[config.mk]
export PLATFORM = sky130hd
export DESIGN_NAME = decade_stage
export DESIGN_NICKNAME = d
export VERILOG_FILES = /design/src/rtl/decade_pkg.sv /design/src/rtl/decade_ctrl.sv /design/src/rtl/decade_next.sv /design/src/rtl/decade_tc.sv /design/src/rtl/decade_stage.sv
export SDC_FILE = /design/constraint.sdc
export NUM_CORES = 1
export LEC_CHECK = 0
export CAP_MARGIN = 20
export CORE_AREA = 2 2 39 41
export CTS_BUF_LIST = sky130_fd_sc_hd__clkbuf_8 sky130_fd_sc_hd__clkbuf_16
export CTS_CLUSTER_DIAMETER = 100
export DETAILED_ROUTE_END_ITERATION = 16
export DIE_AREA = 0 0 41 43
export PLACE_DENSITY = 0.58
export SYNTH_ARGS = -nofsm -noshare
export SYNTH_HDL_FRONTEND = slang
export SYNTH_SLANG_ARGS = --single-unit
[constraint.sdc]
create_clock -name clk -period 2.4 [get_ports clk]
set_input_delay 0.24 -clock clk [delete_from_list [all_inputs] [get_ports clk]]
set_output_delay 0.24 -clock clk [all_outputs]
set_load 0.02 [all_outputs]
[src/rtl/decade_pkg.sv]
// Package: decade_pkg
// Holds the types that the decade counter stage and its submodules share.
// Assumes nothing: it contains only declarations.
package decade_pkg;

    // Operation chosen for the coming clock edge, listed from highest to lowest priority.
    typedef enum logic [1:0] {
        OP_CLEAR = 2'd0,
        OP_LOAD  = 2'd1,
        OP_STEP  = 2'd2,
        OP_HOLD  = 2'd3
    } stage_op_e;

endpackage

[src/rtl/decade_ctrl.sv]
// Module: decade_ctrl
// Decodes the control inputs into one operation for the next clock edge.
// Priority is clear, then load, then step; when none of them applies, the digit holds.
// Assumes all inputs are settled before the rising clock edge.
module decade_ctrl
    import decade_pkg::*;
(
    input  logic      rst_n,
    input  logic      load_n,
    input  logic      step_en,
    input  logic      chain_en,
    output stage_op_e op
);

    // Purpose: choose the operation by fixed priority.
    always_comb begin
        if (!rst_n) begin
            op = OP_CLEAR;
        end else if (!load_n) begin
            op = OP_LOAD;
        end else if (step_en && chain_en) begin
            op = OP_STEP;
        end else begin
            op = OP_HOLD;
        end
    end

endmodule

[src/rtl/decade_next.sv]
// Module: decade_next
// Computes the next stored value from the chosen operation.
// A step from the last valid code, or from any code above it, returns to zero.
// Assumes MODULUS is at least 2.
module decade_next
    import decade_pkg::*;
#(
    parameter int MODULUS = 10,
    localparam int W = $clog2(MODULUS)
) (
    input  stage_op_e      op,
    input  logic [W-1:0]   cur,
    input  logic [W-1:0]   preset,
    output logic [W-1:0]   nxt
);

    localparam logic [W-1:0] LAST = W'(MODULUS - 1);

    logic [W-1:0] stepped;

    // Purpose: successor for counting, with wrap and recovery from unused codes.
    always_comb begin
        if (cur >= LAST) begin
            stepped = '0;
        end else begin
            stepped = cur + 1'b1;
        end
    end

    // Purpose: select the next value for the chosen operation.
    always_comb begin
        unique case (op)
            OP_CLEAR: nxt = '0;
            OP_LOAD:  nxt = preset;
            OP_STEP:  nxt = stepped;
            default:  nxt = cur;
        endcase
    end

endmodule

[src/rtl/decade_tc.sv]
// Module: decade_tc
// Combinational terminal-count output for look-ahead carry into the next stage.
// Only the chain enable gates it, so a carry passes along a chain with no clock delay.
// Assumes the stored value is stable between clock edges.
module decade_tc #(
    parameter int MODULUS = 10,
    localparam int W = $clog2(MODULUS)
) (
    input  logic [W-1:0] cur,
    input  logic         chain_en,
    output logic         carry
);

    localparam logic [W-1:0] LAST = W'(MODULUS - 1);

    // Purpose: flag the last code while the chain enable is high.
    always_comb begin
        carry = chain_en && (cur == LAST);
    end

endmodule

[src/rtl/decade_stage.sv]
// Module: decade_stage
// One cascadable synchronous decade counter stage: clear, load, count and carry.
// All state changes happen on the rising clock edge; rst_n acts as a synchronous clear.
// Assumes the inputs meet setup and hold timing at the clock edge.
module decade_stage #(
    parameter int MODULUS = 10,
    localparam int W = $clog2(MODULUS)
) (
    input  logic         clk,
    input  logic         rst_n,
    input  logic         load_n,
    input  logic [W-1:0] din,
    input  logic         step_en,
    input  logic         chain_en,
    output logic [W-1:0] q,
    output logic         carry_out
);

    import decade_pkg::*;

    stage_op_e    op;
    logic [W-1:0] digit_q;
    logic [W-1:0] digit_d;

    decade_ctrl u_ctrl (
        .rst_n    (rst_n),
        .load_n   (load_n),
        .step_en  (step_en),
        .chain_en (chain_en),
        .op       (op)
    );

    decade_next #(.MODULUS(MODULUS)) u_next (
        .op     (op),
        .cur    (digit_q),
        .preset (din),
        .nxt    (digit_d)
    );

    decade_tc #(.MODULUS(MODULUS)) u_tc (
        .cur      (digit_q),
        .chain_en (chain_en),
        .carry    (carry_out)
    );

    // Purpose: store the digit; the clear is decoded into digit_d, so it stays synchronous.
    always_ff @(posedge clk) begin
        digit_q <= digit_d;
    end

    assign q = digit_q;

endmodule

==> Word-level counts from Yosys, hierarchy flattened <==
Index checks and enable logic that the tools add are counted.
{ "classes": {"add_sub_neg": 1, "order_cmp": 1, "eq_ne": 3, "mux": 5, "reduce_logical": 4} }
{ "ops": {"columns": ["op", "count"], "rows": [
  ["4-bit case mux with 3 select lines", 1],
  ["4-bit by 1-bit adder with 4-bit output, second input constant", 1],
  ["4-bit equality test, second input constant", 1],
  ["4-bit >= comparator, second input constant", 1],
  ["2-bit two-way mux", 2],
  ["4-bit two-way mux", 1],
  ["3-bit nonzero test", 1],
  ["2-bit by 1-bit equality test with 1-bit output, second input constant", 1],
  ["2-bit equality test, second input constant", 1],
  ["1-bit logical AND", 2],
  ["2-bit logical NOT", 1],
  ["1-bit two-way mux", 1]
]} }
{ "word_totals": {"ff_bits": 4, "out_inout_bits": 5} }

==> Depth between registers and ports, before layout <==
Gate-level depths: netlist of the first run.
{ "logic_depth": {"word_depth": 6, "mapped_depth": 5, "mapped_depth_nobuf": 5} }

==> Hierarchy <==
Synthesis of the first run repeated with hierarchy kept, for this count alone.
{ "hier_totals": {"hier_cells": 32, "area_unflattened_um2": 295.3} }
{ "modules_own_cells": {"columns": ["module", "n_inst", "cells_each", "area_each_um2", "seq_area_each_um2"], "rows": [
  ["decade_next", 1, 23, 185.2, 0.0],
  ["decade_stage", 1, 4, 80.1, 80.1],
  ["decade_ctrl", 1, 3, 17.5, 0.0],
  ["decade_tc", 1, 2, 12.5, 0.0]
]} }

==> Worst setup path after synthesis of the first run <==
OpenSTA, ideal clock, no wires.
{ "synth_timing": {"path_type": "register to register", "start": "register digit_q[0], in the netlist q[0]", "end": "register digit_q[2], in the netlist q[2], data pin", "setup_ns": 0.128, "arrival_ns": 1.447, "t_required_ns": 2.272, "setup_slack_ns": 0.824, "stages_incl_launch_ff": 5, "period_less_slack_ns": 1.576, "path_cell_list": "edfxtp_1 ha_1 or3b_4 a21oi_2 a22o_2"} }
{ "synth_via": {"elab_chain_len": 3, "word_cells_on_any_way": 4, "classes_between": "add/sub: 1; order compare: 1; mux: 2"} }
{ "synth_lines": {"columns": ["element", "line", "source"], "rows": [
  ["from (decl)", "decade_stage.sv:22", "logic [W-1:0] digit_q;"],
  ["from (signal assigned)", "decade_stage.sv:48", "digit_q <= digit_d;"],
  ["4-bit by 1-bit adder with 4-bit output / 4-bit >= comparator (equally long branches)", "decade_next.sv:26, decade_next.sv:23", null],
  ["4-bit two-way mux (*)", "decade_next.sv:23", "if (cur >= LAST) begin"],
  ["4-bit case mux with 3 select lines (*)", "decade_next.sv:32", "unique case (op)"],
  ["named net digit_d[2]", "decade_stage.sv:23", "logic [W-1:0] digit_d;"]
]} }
The timed path passes the listed nets; every way through them passes the cells marked *.
A chain may end at the register's enable or synchronous reset.

==> Final worst setup path of the first run <==
{ "layout_timing": {"start": "register digit_q[1], in the netlist q[1]", "end": "output port carry_out"} }
{ "layout_via": {"elab_chain_len": 2} }
{ "layout_lines": {"columns": ["element", "line", "source"], "rows": [
  ["4-bit equality test", "decade_tc.sv:18", "carry = chain_en && (cur == LAST);"],
  ["1-bit logical AND", "decade_tc.sv:18", null],
  ["to (decl)", "decade_stage.sv:16", "output logic carry_out"]
]} }
Every way passes these cells.

==> reports/results.md, run 1 <==
| Result | This run |
| --- | --- |
| Floorplan die width | 41 µm |
| Clock share of power | 0.482 |
| Main area contributors after synthesis | edfxtp_1 (43%), ha_1 (13%), a22o_1 (6.3%) |
| Fin crit share | 0.812 |
| Standard cell with the maximum stage delay on the critical path | clkdlybuf4s50_1 |
| Top-area cell type share of the netlist area | 0.429 |
| Effective utilization at floorplan | 0.203 |
| Critical path origin | q[1] |
| Growth of design area from synthesis to finish | 68.3% |
| Delay-heaviest family, CP | buffers and inverters |
| Max-slew violation count | 0 |
| Average size of a mapped cell | 10.8 µm² |
| Wirelength, routed | 606 µm |
| Initial antenna violation count | 0 |
| Power per cell area | 612 nW/µm² |
| Layout cell share with drive strength beyond 1 | 0.143 |
| Die Outline Area | 1760 µm² |
| Number of hold buffers added after CTS | 0 |
| Number of nets in the layout | 56 |
| Aggregate global routing overflow | 0 |
| Final setup violation count | 0 |
| Worst setup skew after layout | 0.00357 ns |
| Slew Limit Headroom | 0.810 |
| Vertical die dimension | 43 µm |
| Worst setup path endpoint | carry_out |
| Setup repair after global routing missed its margin | no |
| Summed instance area of the synthesized netlist | 280 µm² |
| Number of flip-flops under the largest register name | 4 |
| Clock buffer depth | 2 |
| Buffering stage count on the worst path with inverters included | 2 |
| Clock latency reported for the late side of the worst-skew pair | 0.21 ns |
| Largest net degree at the start of global routing | 6 |
| Yosys reg bits | 4 |
| Antenna cells | 0 |
| Vias per std cell | 4.24 |
| Gates resized, CTS repair | 0 |
| WHS | 0.704 ns |
| Vias in the first global route | 250 |
| Nature of the critical path endpoint | primary output |
| Worst setup path category | reg2out |
| Reg-to-reg startpoint | q[0] |
| Crit path required time | 2.16 ns |
| Hold violation total from the final report | 0 |
| Final weighted congestion in routability-driven placement | 0.671 |
| Setup TNS | 0 ns |
| Hold crit path type | in2reg |
| DRC marker count from the first detailed-route iteration | 1 |
| Internal Power | 0.000224 W |
| Count of pins on the block boundary | 14 |
| Residual DRC | 0 |
| Register share of total power | 0.316 |
| Comb pwr share | 0.201 |
| Status | complete, no violations |
| Sw Ratio | 0.223 |
| Wire length of the first global-routing pass | 1100 µm |
| Number of standard cells after synthesis | 26 |
| Pleak | 0.184 nW |
| CTS H-tree lvls | 1 |
| Detailed placement HPWL | 505 µm |
| WL/cell | 10.4 µm |
| R2R Setup Slk | 0.82 ns |
| Layout filler cell count | 152 |
| Post-CTS Setup Repair Bufs | 0 |
| Global-route total usage across every layer | 0.0959 |
| Synth unique cells | 16 |
| Crit start category | flop |
| P_sw | 0.0000642 W |
| Core area | 1380 µm² |
| Final ANT Viol Nets | 0 |
| Num CTS Buffers | 3 |
| Clk Tree Root Cell | clkbuf_8 |
| Syn_nets | 38 |
| Max capacitance violation total | 0 |
| R2r endpoint | q[1] |
| DRT Pass-1 Iters | 2 |
| Total number of vias | 246 |
| Worst EP arrival | 1.71 ns |
| Clock sink total | 4 |
| Sequential cell area fraction in the yosys report | 0.429 |
| Dominant cell type by area after synthesis | edfxtp_1 |
| VDD IR-drop max | 0.209 mV |
| Highest cell delay on the worst timing path | 0.63 ns |
| Period minus WS final | 1.95 ns |
| CP Max Fanout | 4 |
| Number of warnings printed during yosys synthesis | 0 |
| Count of buffers inserted at the top-level ports | 13 |
| Critical path cell sequence | inv_1 -> ha_1 -> nand2_1 -> nor3_1 -> clkdlybuf4s50_1 |
| Register-to-Register Path Depth | 4 |
| Clock slew at reported path FFs | 0.03 ns |
| Highest achievable clock rate | 0.513 GHz |
| Critical path depth | 5 |
| Number of rows created at floorplan | 14 |
| Worst slew pin tran | 0.284 ns |
| TritonCTS clock tree | built |
## stage by stage
step | power, W | instances | util | setup WS (ns) | area, µm²
6_report | 0.000289 | 58 | 0.341 | 0.450 | 472
5_1_grt | 0.000302 | 58 | 0.341 | 0.331 | 472
4_1_cts | 0.000293 | 58 | 0.341 | 0.438 | 472
3_5_place_dp | 0.000151 | 55 | 0.311 | 0.586 | 430
3_3_place_gp | 0.000150 | 55 | 0.311 | 0.594 | 430
2_1_floorplan | 0.000119 | 26 | - | 0.824 | 280
## power groups by stage
| stage | Sequential, W | Clock, W | Combinational [W] |
|---|---|---|---|
| 2_1_floorplan | 0.0000980 | 0 | 0.0000212 |
| 3_3_place_gp | 0.0000923 | 0 | 0.0000581 |
| 3_5_place_dp | 0.0000925 | 0 | 0.0000585 |
| 4_1_cts | 0.0000916 | 0.000142 | 0.0000586 |
| 5_1_grt | 0.0000930 | 0.000145 | 0.0000640 |
| 6_report | 0.0000913 | 0.000139 | 0.0000581 |
## worst reg2reg max path: cells and delay by family, from the launching register on
kind,cells,cell delay (ns)
AO/OA/AOI/OAI,2,0.36
adder cells (fa/ha/maj),1,0.25
flip-flops,1,0.44
AND/OR/NAND/NOR,1,0.39
## cells by family (layout without fill, tap and decap cells)
| group | Yosys count | count (layout) | share of synthesized area |
|---|---|---|---|
| buffers and inverters | 3 | 19 | 0.0402 |
| AO/OA/AOI/OAI | 6 | 6 | 0.174 |
| adder cells (fa/ha/maj) | 3 | 3 | 0.134 |
| flip-flops | 4 | 4 | 0.429 |
| AND/OR/NAND/NOR | 9 | 9 | 0.192 |
| XOR/XNOR | 1 | 1 | 0.0313 |
## cells in the mapped netlist, drive strengths merged
library cell and instances:
xor2 1, nand3 1, inv 3, nor2b 1, nand2 3, edfxtp 4, o21ai 1, a21oi 1
ha 3, nor3 1, nand4 1, o21a 1, or3b 1, nand4b 1, a22o 3
## area by class of cell
type | instances | area (µm²) | share of cell area
clock buffer | 3 | 41.3 | 0.0875
tap | 16 | 20.0 | 0.0424
sequential | 4 | 120 | 0.255
inverter | 3 | 11.3 | 0.0239
timing repair buffer | 13 | 130 | 0.276
multi-input combinational | 19 | 149 | 0.316
## worst min path at each step
stage | end | slack (ns) | startpoint | cells after the start
4_1_cts | q[3] | 0.69 | din[3] | 3
2_1_floorplan | q[3] | 0.43 | din[3] | 2
5_1_grt | q[0] | 0.72 | din[0] | 2
3_5_place_dp | q[0] | 0.79 | q[0] | 2
6_report | q[0] | 0.70 | din[0] | 2
3_3_place_gp | q[0] | 0.78 | q[0] | 2
## per-layer routing
layer | wire length (µm) | GRT usage | vias up | share of wire
met5 | 0 | 0 | - | 0
met4 | 4 | 0.0600 | 0 | 0.0066
met3 | 57 | 0.0471 | 2 | 0.094
met2 | 259 | 0.122 | 12 | 0.43
met1 | 285 | 0.124 | 104 | 0.47
li1 | - | - | 128 | -
## layout by cell type, fill, tap and decap left out
cell,n
a21oi_2,1
a22o_2,1
nor3_1,1
o21a_1,1
clkdlybuf4s50_1,13
nor2b_1,1
nand2_1,3
a22o_1,2
inv_1,3
xor2_1,1
ha_1,3
o21ai_1,1
edfxtp_1,4
nand3_1,1
nand4_1,1
or3b_4,1
nand4b_1,1
clkbuf_8,3
Power figures use the tool's default switching activity.
==> inputs of run 2 (changes only) <==
==> constraint.sdc (replaced) <==
create_clock -name clk -period 1.8 [get_ports clk]
set_input_delay 0.18 -clock clk [delete_from_list [all_inputs] [get_ports clk]]
set_output_delay 0.18 -clock clk [all_outputs]
set_load 0.02 [all_outputs]
==> run 2 against run 1 <==
Effect of this change:
- clock skew is 0.00093 ns higher
- sequential power grew 33%
- clock power increased by 36%
- wire length down 0.83%
- register-to-register slack worse by 0.58 ns
- critical endpoint unchanged
- largest cell class unchanged
- highest routed layer unchanged
==> reports/results.md, run 2 (synthesis results as in run 1) <==
| Result | This run | Delta |
| --- | --- | --- |
| End-of-flow core utilization | 0.345 | +0.00452 |
| Met2 routed wirelength | 241 µm | -6.9% |
| Wirelength, routed | 601 µm | -0.83% |
| Count of pins on the block boundary | 14 | unchanged |
| Total number of vias | 254 | +3.3% |
| Highest achievable clock rate | 0.641 GHz |  |
| Number of hold buffers added after CTS | 0 | unchanged |
| Max-slew violation count | 0 | unchanged |
| Number of rows created at floorplan | 14 | unchanged |
| Clock latency reported for the late side of the worst-skew pair | 0.22 ns | about the same |
| Most used cells in the layout excluding fill and tap cells | clkdlybuf4s50_1 (12), edfxtp_1 (4) |  |
| Status | complete, no violations |  |
| Period minus WS final | 1.56 ns |  |
| Sum of internal, switching and leakage power | 0.000390 W | +35% |
| Clock buffer depth | 2 | unchanged |
| DRC marker count from the first detailed-route iteration | 6 | +5 |
| Setup repair after global routing missed its margin | no |  |
| Power per cell area | 817 nW/µm² | +33% |
| Number of nets in the layout | 57 | +1.8% |
| Final weighted congestion in routability-driven placement | 0.696 | +3.7% |
| Max capacitance violation total | 0 | unchanged |
| Global-route total usage across every layer | 0.0938 | -0.00202 |
| VDD IR-drop max | 0.288 mV | +38% |
| CTS H-tree lvls | 1 | unchanged |
| Nature of the critical path endpoint | primary output |  |
| CP Max Fanout | 2 | -2 |
| Layout cell share with drive strength beyond 1 | 0.163 | +0.0199 |
| Final ANT Viol Nets | 0 | unchanged |
| Hold crit path type | in2reg |  |
| Pleak | 0.194 nW | +5.4% |
| Num CTS Buffers | 3 | unchanged |
| Floorplan die width | 41 µm | unchanged |
| Hold violation total from the final report | 0 | unchanged |
| Worst slew pin tran | 0.291 ns | +0.00721 ns |
| Slew Limit Headroom | 0.806 | -0.00482 |
| Clock slew at reported path FFs | 0.03 ns | about the same |
| Vias per std cell | 4.31 | +1.5% |
| Crit path required time | 1.62 ns | -0.54 ns |
| Initial antenna violation count | 0 | unchanged |
| Reg-to-reg startpoint | q[0] |  |
| Worst setup path category | reg2out |  |
| Number of flip-flops under the largest register name | 4 | unchanged |
| Crit start category | flop |  |
| Wire length of the first global-routing pass | 1100 µm | unchanged |
| Critical path cell sequence | inv_1 -> ha_1 -> nand2_1 -> nor3_1 -> dlygate4sd2_1 |  |
| Aggregate global routing overflow | 0 | unchanged |
| Count of buffers inserted at the top-level ports | 13 | unchanged |
| Most common cell after layout, fill and taps aside | clkdlybuf4s50_1 |  |
| Effective utilization at floorplan | 0.203 | unchanged |
| WHS | 0.627 ns | -0.0775 ns |
| Clock sink total | 4 | unchanged |
| Fin crit share | 0.866 |  |
| Detailed placement HPWL | 499 µm | -1.2% |
| Worst EP arrival | 1.38 ns | -0.33 ns |
| DRT Pass-1 Iters | 3 | +1 |
| Largest net degree at the start of global routing | 6 | unchanged |
| Vias in the first global route | 280 | +12% |
| Worst setup path endpoint | carry_out |  |
| Antenna cells | 0 | unchanged |
| R2r endpoint | q[1] |  |
| Setup slack after layout | 0.240 ns | -0.210 ns |
| Final setup violation count | 0 | unchanged |
| Worst slack after detailed placement | 0.0918 ns | -0.495 ns |
| Post-CTS Setup Repair Bufs | 0 | unchanged |
| Vertical die dimension | 43 µm | unchanged |
| Detailed route wirelength on metal3 | 53 µm | -7.0% |
| Cell depth of the worst hold path | 3 | +1 |
| Worst setup skew after layout | 0.00450 ns | +0.000932 ns |
| Top layer in use | met4 |  |
| Residual DRC | 0 | unchanged |
| Standard cell with the maximum stage delay on the critical path | edfxtp_1 |  |
| R2R Setup Slk | 0.24 ns | -0.58 ns |
| Core area | 1380 µm² | unchanged |
| WL/cell | 10.2 µm | -2.5% |
| Clk Tree Root Cell | clkbuf_8 |  |
| TritonCTS clock tree | built |  |
| Growth of design area from synthesis to finish | 70.5% |  |
| Setup TNS | 0 ns | unchanged |
| Die Outline Area | 1760 µm² | unchanged |
| Highest cell delay on the worst timing path | 0.38 ns | -0.25 ns |
| M1 WL | 291 µm | +2.1% |
| Critical path origin | q[1] |  |
| Register-to-Register Path Depth | 5 | +1 |
-- run 2: changes by cell type in the layout (fill, tap and decap cells not counted), sizes merged --
| cell | previous run | this run |
|---|---|---|
| dlygate4sd2 | 0 | 1 |
| buf | 0 | 1 |
| clkdlybuf4s50 | 13 | 12 |
-- run 2: per-stage QoR --
| step | area, µm² | cells |
|---|---|---|
| 2_1_floorplan | 280 | 26 |
| 3_3_place_gp | 438 | 56 |
| 3_5_place_dp | 438 | 56 |
| 4_1_cts | 478 | 59 |
| 5_1_grt | 478 | 59 |
| 6_report | 478 | 59 |
-- run 2: critical path: cells and delay by family (launching register included) --
kind	cells	cell delay, ns
flops	1	0.38
simple gates	2	0.18
fa+ha+maj	1	0.16
buf+inv	2	0.44
-- run 2: power by group --
part	switching [W]	internal, W
Combinational	0.0000340	0.0000465
Clock	0.0000467	0.000143
Sequential	0.00000815	0.000112
Total	0.0000889	0.000302
-- run 2: how the worst min path moves through the flow --
stage | startpoint | endpoint
6_report | din[3] | q[3]
5_1_grt | din[0] | q[0]
4_1_cts | din[3] | q[3]
3_5_place_dp | q[0] | q[0]
3_3_place_gp | q[0] | q[0]
2_1_floorplan | din[3] | q[3]
-- run 2: repair_timing --
action                                  CTS  global route
endpoints found under the hold margin     0             0
resized for setup                         1             0
endpoints found under the setup margin    1             0
-- run 2: metal layers --
metal	vias to the layer above	global-route usage
met2	13	0.122
met3	2	0.0157
met1	106	0.137
li1	133	-
met5	-	0
met4	0	0.0600
-- run 2: layout make-up --
| class | instances | area [µm²] |
|---|---|---|
| multi-input cells | 19 | 149 |
| flip-flops and latches | 4 | 120 |
| repair buffers | 14 | 136 |
| clock buffers | 3 | 41.3 |
| fillers | 141 | 906 |
| inverters | 3 | 11.3 |
| well taps | 16 | 20.0 |
